### config.mk
export PLATFORM = sky130hd
export DESIGN_NAME = rst_cause_reg
export DESIGN_NICKNAME = d
export VERILOG_FILES = /design/src/rtl/rcr_pkg.sv /design/src/rtl/rcr_flag_cell.sv /design/src/rtl/rcr_enable_ctrl.sv /design/src/rtl/rst_cause_reg.sv
export SDC_FILE = /design/constraint.sdc
export NUM_CORES = 1
export LEC_CHECK = 0
export ABC_CLOCK_PERIOD_IN_PS = 800
export CAP_MARGIN = 20
export CORE_UTILIZATION = 28
export CTS_CLUSTER_DIAMETER = 150
export DETAILED_ROUTE_END_ITERATION = 6
export PLACE_DENSITY_LB_ADDON = 0.1
export RECOVER_POWER = 50
export SYNTH_ARGS = -nofsm -noshare
export SYNTH_HDL_FRONTEND = slang
export SYNTH_HIERARCHICAL = 1
export SYNTH_SLANG_ARGS = --single-unit
### constraint.sdc
create_clock -name clk -period 0.8 [get_ports clk]
set_clock_uncertainty 0.15 [all_clocks]
set_input_delay 0.12 -clock clk [delete_from_list [all_inputs] [get_ports clk]]
set_output_delay 0.12 -clock clk [all_outputs]
set_load 0.01 [all_outputs]
### src/rtl/rcr_pkg.sv
package rcr_pkg;
  localparam int REG_W    = 16;
  localparam int MODE_W   = 2;
  localparam int N_FLAGS  = 10;

  localparam int B_BORSW  = 13;
  localparam int B_PMSLP  = 8;
  localparam int B_WDTSW  = 5;

  localparam logic [REG_W-1:0] FLAG_MASK = 16'hC2DF;
  localparam logic [REG_W-1:0] PON_VALUE = 16'h0003;

  typedef enum logic [MODE_W-1:0] {
    BORM_OFF  = 2'b00,
    BORM_SW   = 2'b01,
    BORM_ON   = 2'b10,
    BORM_ON_B = 2'b11
  } bor_mode_e;

  // Flag index -> register bit. Index 0 (power-on) has no strobe.
  function automatic int flag_pos(input int idx);
    case (idx)
      0: flag_pos = 0;   // power-on
      1: flag_pos = 1;   // brown-out
      2: flag_pos = 2;   // wake from idle
      3: flag_pos = 3;   // wake from sleep
      4: flag_pos = 4;   // watchdog timeout
      5: flag_pos = 6;   // software reset
      6: flag_pos = 7;   // external pin
      7: flag_pos = 9;   // config mismatch
      8: flag_pos = 14;  // illegal opcode
      default: flag_pos = 15; // trap conflict
    endcase
  endfunction
endpackage

### src/rtl/rcr_flag_cell.sv
module rcr_flag_cell #(
  parameter logic INIT = 1'b0
) (
  input  logic clk,
  input  logic rst,
  input  logic set_i,
  input  logic we_i,
  input  logic wd_i,
  output logic q_o
);
  always_ff @(posedge clk) begin
    if (rst)        q_o <= INIT;
    else if (set_i) q_o <= 1'b1;   // hardware set beats software write
    else if (we_i)  q_o <= wd_i;
  end
endmodule

### src/rtl/rcr_enable_ctrl.sv
module rcr_enable_ctrl
  import rcr_pkg::*;
(
  input  logic              clk,
  input  logic              rst,
  input  logic              wr_en,
  input  logic              wd_borsw,
  input  logic              wd_wdtsw,
  input  logic              wd_pm,
  input  logic              fuse_wdt_on,
  input  logic [MODE_W-1:0] bor_mode,
  output logic              borsw_rd,
  output logic              wdtsw_q,
  output logic              pm_q,
  output logic              wdt_en_o,
  output logic              bor_en_o
);
  logic sw_mode;
  logic borsw_q, borsw_d, wdtsw_d;

  assign sw_mode = (bor_mode == BORM_SW);

  always_comb begin
    if (!sw_mode)   borsw_d = 1'b0;
    else if (wr_en) borsw_d = wd_borsw;
    else            borsw_d = borsw_q;
    wdtsw_d = wr_en ? wd_wdtsw : wdtsw_q;
  end

  always_ff @(posedge clk) begin
    if (rst) begin
      borsw_q  <= sw_mode;
      wdtsw_q  <= 1'b0;
      pm_q     <= 1'b0;
      wdt_en_o <= fuse_wdt_on;
      bor_en_o <= sw_mode | bor_mode[1];
    end else begin
      borsw_q  <= borsw_d;
      wdtsw_q  <= wdtsw_d;
      if (wr_en) pm_q <= wd_pm;
      wdt_en_o <= fuse_wdt_on | wdtsw_d;
      bor_en_o <= sw_mode ? borsw_d : bor_mode[1];
    end
  end

  assign borsw_rd = borsw_q & sw_mode;
endmodule

### src/rtl/rst_cause_reg.sv
module rst_cause_reg
  import rcr_pkg::*;
(
  input  logic              clk,
  input  logic              rst,
  input  logic              ev_trap,
  input  logic              ev_illop,
  input  logic              ev_cfg_mismatch,
  input  logic              ev_ext_pin,
  input  logic              ev_sw_reset,
  input  logic              ev_wdt_timeout,
  input  logic              ev_wake_sleep,
  input  logic              ev_wake_idle,
  input  logic              ev_brownout,
  input  logic              fuse_wdt_on,
  input  logic [MODE_W-1:0] bor_mode,
  input  logic              wr_en,
  input  logic [REG_W-1:0]  wr_data,
  output logic [REG_W-1:0]  rd_data,
  output logic              wdt_en,
  output logic              bor_en,
  output logic              pm_sleep_pwr
);
  logic [N_FLAGS-1:0] evt;
  logic [N_FLAGS-1:0] flag_q;
  logic borsw_rd, wdtsw_q;
  logic unused_wbits;

  assign evt = {ev_trap, ev_illop, ev_cfg_mismatch, ev_ext_pin, ev_sw_reset,
                ev_wdt_timeout, ev_wake_sleep, ev_wake_idle, ev_brownout, 1'b0};
  assign unused_wbits = ^wr_data[12:10];

  for (genvar i = 0; i < N_FLAGS; i++) begin : g_flag
    localparam int POS = flag_pos(i);
    rcr_flag_cell #(.INIT(PON_VALUE[POS])) u_cell (
      .clk  (clk),
      .rst  (rst),
      .set_i(evt[i]),
      .we_i (wr_en),
      .wd_i (wr_data[POS]),
      .q_o  (flag_q[i])
    );
  end

  rcr_enable_ctrl u_ctrl (
    .clk        (clk),
    .rst        (rst),
    .wr_en      (wr_en),
    .wd_borsw   (wr_data[B_BORSW]),
    .wd_wdtsw   (wr_data[B_WDTSW]),
    .wd_pm      (wr_data[B_PMSLP]),
    .fuse_wdt_on(fuse_wdt_on),
    .bor_mode   (bor_mode),
    .borsw_rd   (borsw_rd),
    .wdtsw_q    (wdtsw_q),
    .pm_q       (pm_sleep_pwr),
    .wdt_en_o   (wdt_en),
    .bor_en_o   (bor_en)
  );

  always_comb begin
    rd_data = '0;
    for (int i = 0; i < N_FLAGS; i++) rd_data[flag_pos(i)] = flag_q[i];
    rd_data[B_BORSW] = borsw_rd;
    rd_data[B_PMSLP] = pm_sleep_pwr;
    rd_data[B_WDTSW] = wdtsw_q;
  end
endmodule

# ---- After elaboration in Yosys (flattened, before gate mapping)
# Cells that the tools add are included.
dict set report totals {
  in_bits 31
  register_bits 15
  elab_cells 51
}
dict set report classes {
  bitwise_logic 3
  reduce_logical 9
  muxes 23
  n_eq_ne 1
}
# cell count
set op_table {}
lappend op_table {{$mux 1} 23}
lappend op_table {{$reduce_bool 2->1} 8}
lappend op_table {{$eq 2x1->1 const B} 1}
lappend op_table {{$or 1x1->1} 2}
lappend op_table {{$reduce_or 2->1} 1}
lappend op_table {{$and 1x1->1} 1}

# ---- Depth between registers and ports, before layout
# Gate-level depths: netlist of run 1.
dict set report logic_depth {
  word_depth 4
  mapped_depth 3
  depth_no_buf 2
}

# ---- Modules after synthesis
# The synthesis of run 1 kept the hierarchy.
# mod instances cells_per_inst seq_area_each_um2 area_per_inst_um2
set modules_own_cells {}
lappend modules_own_cells {{rcr_flag_cell (g_flag[2].u_cell ...)} 8 4 20.0 38.8}
lappend modules_own_cells {rcr_enable_ctrl 1 19 100.1 180.2}
lappend modules_own_cells {{rcr_flag_cell (g_flag[0].u_cell ...)} 2 4 20.0 37.5}
lappend modules_own_cells {rst_cause_reg 1 7 0.0 48.8}

# ---- Worst setup path after synthesis of run 1
# Ideal clock, no wire load.
dict set report synth_path {
  path_type {flip-flop to output port}
  from {reg u_ctrl.borsw_q}
  to {out rd_data[13]}
  t_arrival_ns 0.535
  path_buffers 1
  stages_incl_launch_ff 4
  t_required_ns 0.530
  path_slack_ns -0.005
  path_cell_list {dfxtp_1 -> inv_1 -> nor2_1 -> buf_4}
}
dict set report synth_via {
  elab_chain_len 1
}
# item line_no
set synth_lines {}
lappend synth_lines {{start: declaration} rcr_enable_ctrl.sv:19} ;# logic borsw_q, borsw_d, wdtsw_d;
lappend synth_lines {{start signal: assignment} rcr_enable_ctrl.sv:32} ;# borsw_q <= sw_mode;
lappend synth_lines {{start signal: assignment} rcr_enable_ctrl.sv:38} ;# borsw_q <= borsw_d;
lappend synth_lines {{$and 1x1->1} rcr_enable_ctrl.sv:46} ;# assign borsw_rd = borsw_q & sw_mode;
lappend synth_lines {{end: declaration} rst_cause_reg.sv:19} ;# output logic [REG_W-1:0] rd_data,
# No other way between the ends.

# ---- Worst setup path after layout of run 1
# Ends and elaborated chain as after synthesis.

==> summary.md, run 1 <==
| Metric | Value |
|---|---|
| Status | complete, but fails checks |
| Failing checks | negative setup slack |
| Syn Std Cell Area | 614 µm² |
| Worst-Skew Late Latency | 290 ps |
| Initial DRC count | 3 |
| Synthesized area per cell | 9.31 µm² |
| Synthesized flop and latch total | 15 |
| Placer Congestion | 0.713 |
| Switch share | 25.6% |
| Worst hold endpoint | u_ctrl/borsw_q |
| Hold_sp | bor_mode[0] |
| Netlist cell types | 10 |
| Sequential share of power | 48.7% |
| Worst reg-to-reg setup slack | -150 ps |
| Switching power | 440 µW |
| Via/cell ratio | 4.17 |
| Worst EP required | 530 ps |
| Leading area contributor after synthesis | dfxtp_1 |
| Final setup vio count | 21 |
| FMAX | 0.885 GHz |
| Comb power frac | 25.1% |
| Seq/Total Area, Yosys | 48.9% |
| Final HPWL DP | 1.03 mm |
| Layout net count | 149 |
| Pwr Total | 1.72 mW |
| Max cap viols | 0 |
| CTS hold repair buffers | 0 |
| CTS Buffer Depth | 2 |
| Worst hold path stage count | 3 |
| CP Capture Type | output port |
| Crit Reg-Reg Endpoint | u_ctrl/borsw_q |
| Post-route ant nets | 0 |
| Top cell type's share of synthesized area | 48.9% |
| Clock power frac | 26.1% |
| Reg clk slew, reported paths | 90 ps |
| Crit path DAT | 860 ps |
| Die Footprint | 2390 µm² |
| Peak supply drop | 0.899 mV |
| Total GRT Usage | 14.4% |
| Final wirelength | 1.55 mm |
| Clock sink count | 15 |
| RSZ-0062 raised after global routing | true |
| Number of remaining DRC errors | 0 |
| Layout area overhead | 92.9% |
| WL/cell | 10.8 µm |
| Initial Util | 30.4% |
| First-pass iteration count of the detailed router | 3 |
| # diodes | 0 |
| Final core utilization | 58.6% |
| Critical Path Fanout Max | 2 |
| Core area | 2020 µm² |
| Die Height | 48.8 µm |
| Antenna violations before repair | 0 |
| Dominant cells by area after synthesis | dfxtp_1 (49%), mux2i_1 (21%), a21oi_1 (8.1%) |
| Setup WS post-layout | -330 ps |
| Post-Synthesis Cells | 66 |
| Hold Vio Cnt, Final | 0 |
| CTS tree | done |
| Largest net degree at the start of global routing | 10 |
| Placement Rows | 16 |
| Fin Hold WS | 93.8 ps |
| Cell internal pwr | 1.28 mW |
| CTS buffer count | 3 |
| Lkg Pwr | 0.571 nW |
| Layout cells sized above 1 | 36.8% |
| CTS H-tree lvls | 1 |
| Vias in the first global route | 563 |
| Worst setup path startpoint | u_ctrl/borsw_q |
| Count of final max-slew check failures | 0 |
| First-pass GRT wire length | 2.53 mm |
| Top Ports | 50 |
| Power Density | 1450 nW/µm² |
| Grt ovf | 0 |
| Critical path class | reg -> out |
| Worst Setup Start Kind | flip-flop |
| Vias | 601 |
| Crit path time final | 1130 ps |
| HP Class | in -> reg |
| Reg2reg start | u_ctrl/borsw_q |
| Die X | 48.8 µm |
| Number of buffers added on ports | 43 |
| CTS root buffer | clkbuf_4 |
| Final period util | 141% |
| Place WS | -799 ps |
| Worst reg2reg path depth | 3 |
| Ys Warns | 6 |
==> cell usage after synthesis <==
cell type and count:
nand2_1 2, o21bai_1 1, inv_1 10, conb_1 1
mux2i_1 13, buf_4 6, nand2b_1 1, nor2_1 7
a21oi_1 10, dfxtp_1 15
==> metrics by stage <==
| step | TNS, ps | cell area (µm²) | std cells |
|---|---|---|---|
| finish | -3850 | 1180 | 144 |
| global placement | -13510 | 1090 | 137 |
| floorplan | 0 | 626 | 69 |
| CTS | -4030 | 1180 | 144 |
| detailed placement | -13660 | 1090 | 137 |
| global route | -4830 | 1180 | 144 |
==> metal layers <==
metal / vias up / track usage (%) / share of wire, %
li1: 307 / - / -
met1: 257 / 14.4 / 41
met2: 32 / 25.7 / 48
met3: 5 / 5.61 / 9.0
met4: 0 / 7.35 / 2.0
met5: - / 0 / 0
==> worst max-delay path by stage <==
stage | endpoint | slack [ps]
final | rd_data[13] | -330
after global routing | rd_data[13] | -380
after CTS | rd_data[13] | -330
after detailed placement | rd_data[13] | -800
after global placement | rd_data[13] | -790
after floorplan | rd_data[13] | 9
==> timing repair <==
item,4_1_cts,5_1_grt
setup buffers,1,0
pin swaps,1,5
endpoints found under the hold margin,0,0
resized for setup,100,0
cloned,2,0
endpoints found under the setup margin,31,28
==> final cells by class <==
cell class	instances	area, µm²
fill	191	837
multi-input combinational	38	254
inverter	10	37.5
timing repair buffer	50	515
clock buffer	3	22.5
clock inverter	1	5.00
sequential	15	317
tap	27	33.8
==> flip-flops by register name, summed over array words and instances (netlist names) <==
name               count
g_flag.u_cell/q_o     10
u_ctrl/bor_en_o        1
u_ctrl/borsw_q         1
u_ctrl/pm_q            1
u_ctrl/wdt_en_o        1
u_ctrl/wdtsw_q         1
==> power by group through the flow <==
stage,registers [mW],logic (mW),clock network [mW]
floorplan,0.859,0.113,0
CTS,0.836,0.433,0.469
finish,0.837,0.431,0.449
global route,0.844,0.460,0.514
detailed placement,0.837,0.406,0
global placement,0.835,0.402,0
==> critical path, stage by stage, from the launching register on <==
cell     delay [ps]
dfxtp_2         330
inv_1            30
nor2_1           70
buf_2           130
==> cells in the final DEF, fill, tap and decap left out, types with 3 or more instances in the layout <==
| master | Yosys | final |
|---|---|---|
| mux2i_1 | 13 | 12 |
| dlygate4sd2_1 | 0 | 3 |
| clkdlybuf4s50_1 | 0 | 23 |
| buf_2 | 0 | 4 |
| dfxtp_2 | 0 | 13 |
| a21oi_1 | 10 | 10 |
| nor2_1 | 7 | 7 |
| buf_6 | 0 | 14 |
| conb_1 | 1 | 4 |
| clkbuf_4 | 0 | 3 |
| buf_4 | 6 | 3 |
| inv_1 | 10 | 10 |
==> logic make-up (layout without fill, tap and decap cells) <==
logic type             after synthesis  count (layout)  share of synthesized area (%)
buffers and inverters               16              64                           13.4
flip-flops                          15              15                           48.9
multiplexers                        13              13                           21.2
AO/OA/AOI/OAI                       11              11                           9.37
AND/OR/NAND/NOR                     10              10                           6.52
other                                1               4                          0.610
Power figures use the tool's default switching activity.
==> inputs of run 2 (changes only) <==
MAX_ROUTING_LAYER = met4   (was unset)
SKIP_LAST_GASP = 1   (was unset)
==> summary.md, run 2 (synthesis results as in run 1) <==
| Metric | Value |
|---|---|
| Final cell count without fillers | 144 |
| CTS root buffer | clkbuf_4 |
| Placed instance count | 137 |
| Worst reg2reg path depth | 3 |
| FMAX | 0.885 GHz |
| Pwr Total | 1.72 mW |
| Crit path DAT | 860 ps |
| Largest register by flop count | g_flag.u_cell/q_o |
| Worst hold path stage count | 3 |
| CTS H-tree lvls | 1 |
| Layout cells sized above 1 | 36.8% |
| CTS tree | done |
| Final setup vio count | 21 |
| Final HPWL DP | 1.03 mm |
| Setup WS post-layout | -330 ps |
| Worst EP required | 530 ps |
| Peak supply drop | 0.899 mV |
| Vias in the first global route | 563 |
| Power Density | 1450 nW/µm² |
| Layout area overhead | 92.9% |
| Reg2reg start | u_ctrl/borsw_q |
| Fin Hold WS | 93.8 ps |
| Hold Vio Cnt, Final | 0 |
| CTS buffer count | 3 |
| HP Class | in -> reg |
| CTS Buffer Depth | 2 |
| RSZ-0062 raised after global routing | true |
| WL/cell | 10.8 µm |
| Cell area after placement | 1090 µm² |
| Die Footprint | 2390 µm² |
| Crit path time final | 1130 ps |
| Top Ports | 50 |
| Grt ovf | 0 |
| Count of final max-slew check failures | 0 |
| Worst reg-to-reg setup slack | -150 ps |
| Total GRT Usage | 14.8% |
| Reg clk slew, reported paths | 90 ps |
| Placement Rows | 16 |
| Max reg flops | 10 |
| Failing checks | negative setup slack |
| Via/cell ratio | 4.17 |
| Final core utilization | 58.6% |
| Lkg Pwr | 0.571 nW |
| Antenna violations before repair | 0 |
| Worst hold endpoint | u_ctrl/borsw_q |
| Placer Congestion | 0.722 |
| Die X | 48.8 µm |
| Status | complete, but fails checks |
| Vias | 601 |
| Largest net degree at the start of global routing | 10 |
| Design Area, Final | 1180 µm² |
| First-pass iteration count of the detailed router | 3 |
| Crit Reg-Reg Endpoint | u_ctrl/borsw_q |
| Worst Setup Start Kind | flip-flop |
| First-pass GRT wire length | 2.53 mm |
| Critical Path Fanout Max | 2 |
| Most common cell after layout, fill and taps aside | clkdlybuf4s50_1 |
| Fin Setup TNS | -3850 ps |
| Commonest non-fill, non-tap cells in the layout | clkdlybuf4s50_1 (23), buf_6 (14), dfxtp_2 (13) |
| Final wirelength | 1.55 mm |
| Clock sink count | 15 |
| Worst-Skew Late Latency | 290 ps |
| # diodes | 0 |
| Max cap viols | 0 |
| Core area | 2020 µm² |
| Layout net count | 149 |
| Die Height | 48.8 µm |
| CP Capture Type | output port |
| Hold_sp | bor_mode[0] |
| Number of remaining DRC errors | 0 |
| Initial DRC count | 3 |
| Final period util | 141% |
| Critical path class | reg -> out |
| Post-route ant nets | 0 |
| Initial Util | 30.4% |
| Place WS | -799 ps |
| Number of buffers added on ports | 43 |
-- run 2: metal layers --
metal	track usage, %	up-vias	part of all wire [%]
met3	4.98	5	7.8
met5	-	-	0
met1	14.8	257	42
li1	-	307	-
met4	7.35	0	2.0
met2	25.7	32	48
-- run 2: power breakdown --
part | internal [mW] | switching, mW | total [mW]
registers | 0.806 | 0.0308 | 0.837
logic | 0.284 | 0.146 | 0.431
clock network | 0.186 | 0.262 | 0.449
-- run 2: worst max-delay path by stage --
stage | from | end | slack, ps | cells after the start
after floorplan | u_ctrl/borsw_q | rd_data[13] | 9 | 3
after global placement | bor_mode[1] | rd_data[13] | -790 | 4
after CTS | u_ctrl/borsw_q | rd_data[13] | -330 | 3
final | u_ctrl/borsw_q | rd_data[13] | -330 | 3
after global routing | u_ctrl/borsw_q | rd_data[13] | -380 | 3
after detailed placement | bor_mode[1] | rd_data[13] | -800 | 4
-- run 2: layout make-up --
class	instances	area, µm²
clock buffer	3	22.5
clock inverter	1	5.00
fill	191	837
inverter	10	37.5
multi-input combinational	38	254
sequential	15	317
tap	27	33.8
timing repair buffer	50	515
-- run 2: worst max-delay path, stage by stage (launching register included) --
cell     delay (ps)
dfxtp_2         330
inv_1            30
nor2_1           70
buf_2           130
-- run 2: timing repair --
item,CTS,global route
buffers inserted,1,0
hold buffers,0,0
gates cloned,2,0
pin swaps,1,5
hold endpoints to repair,0,0
endpoints found under the setup margin,31,28
resized for setup,100,0
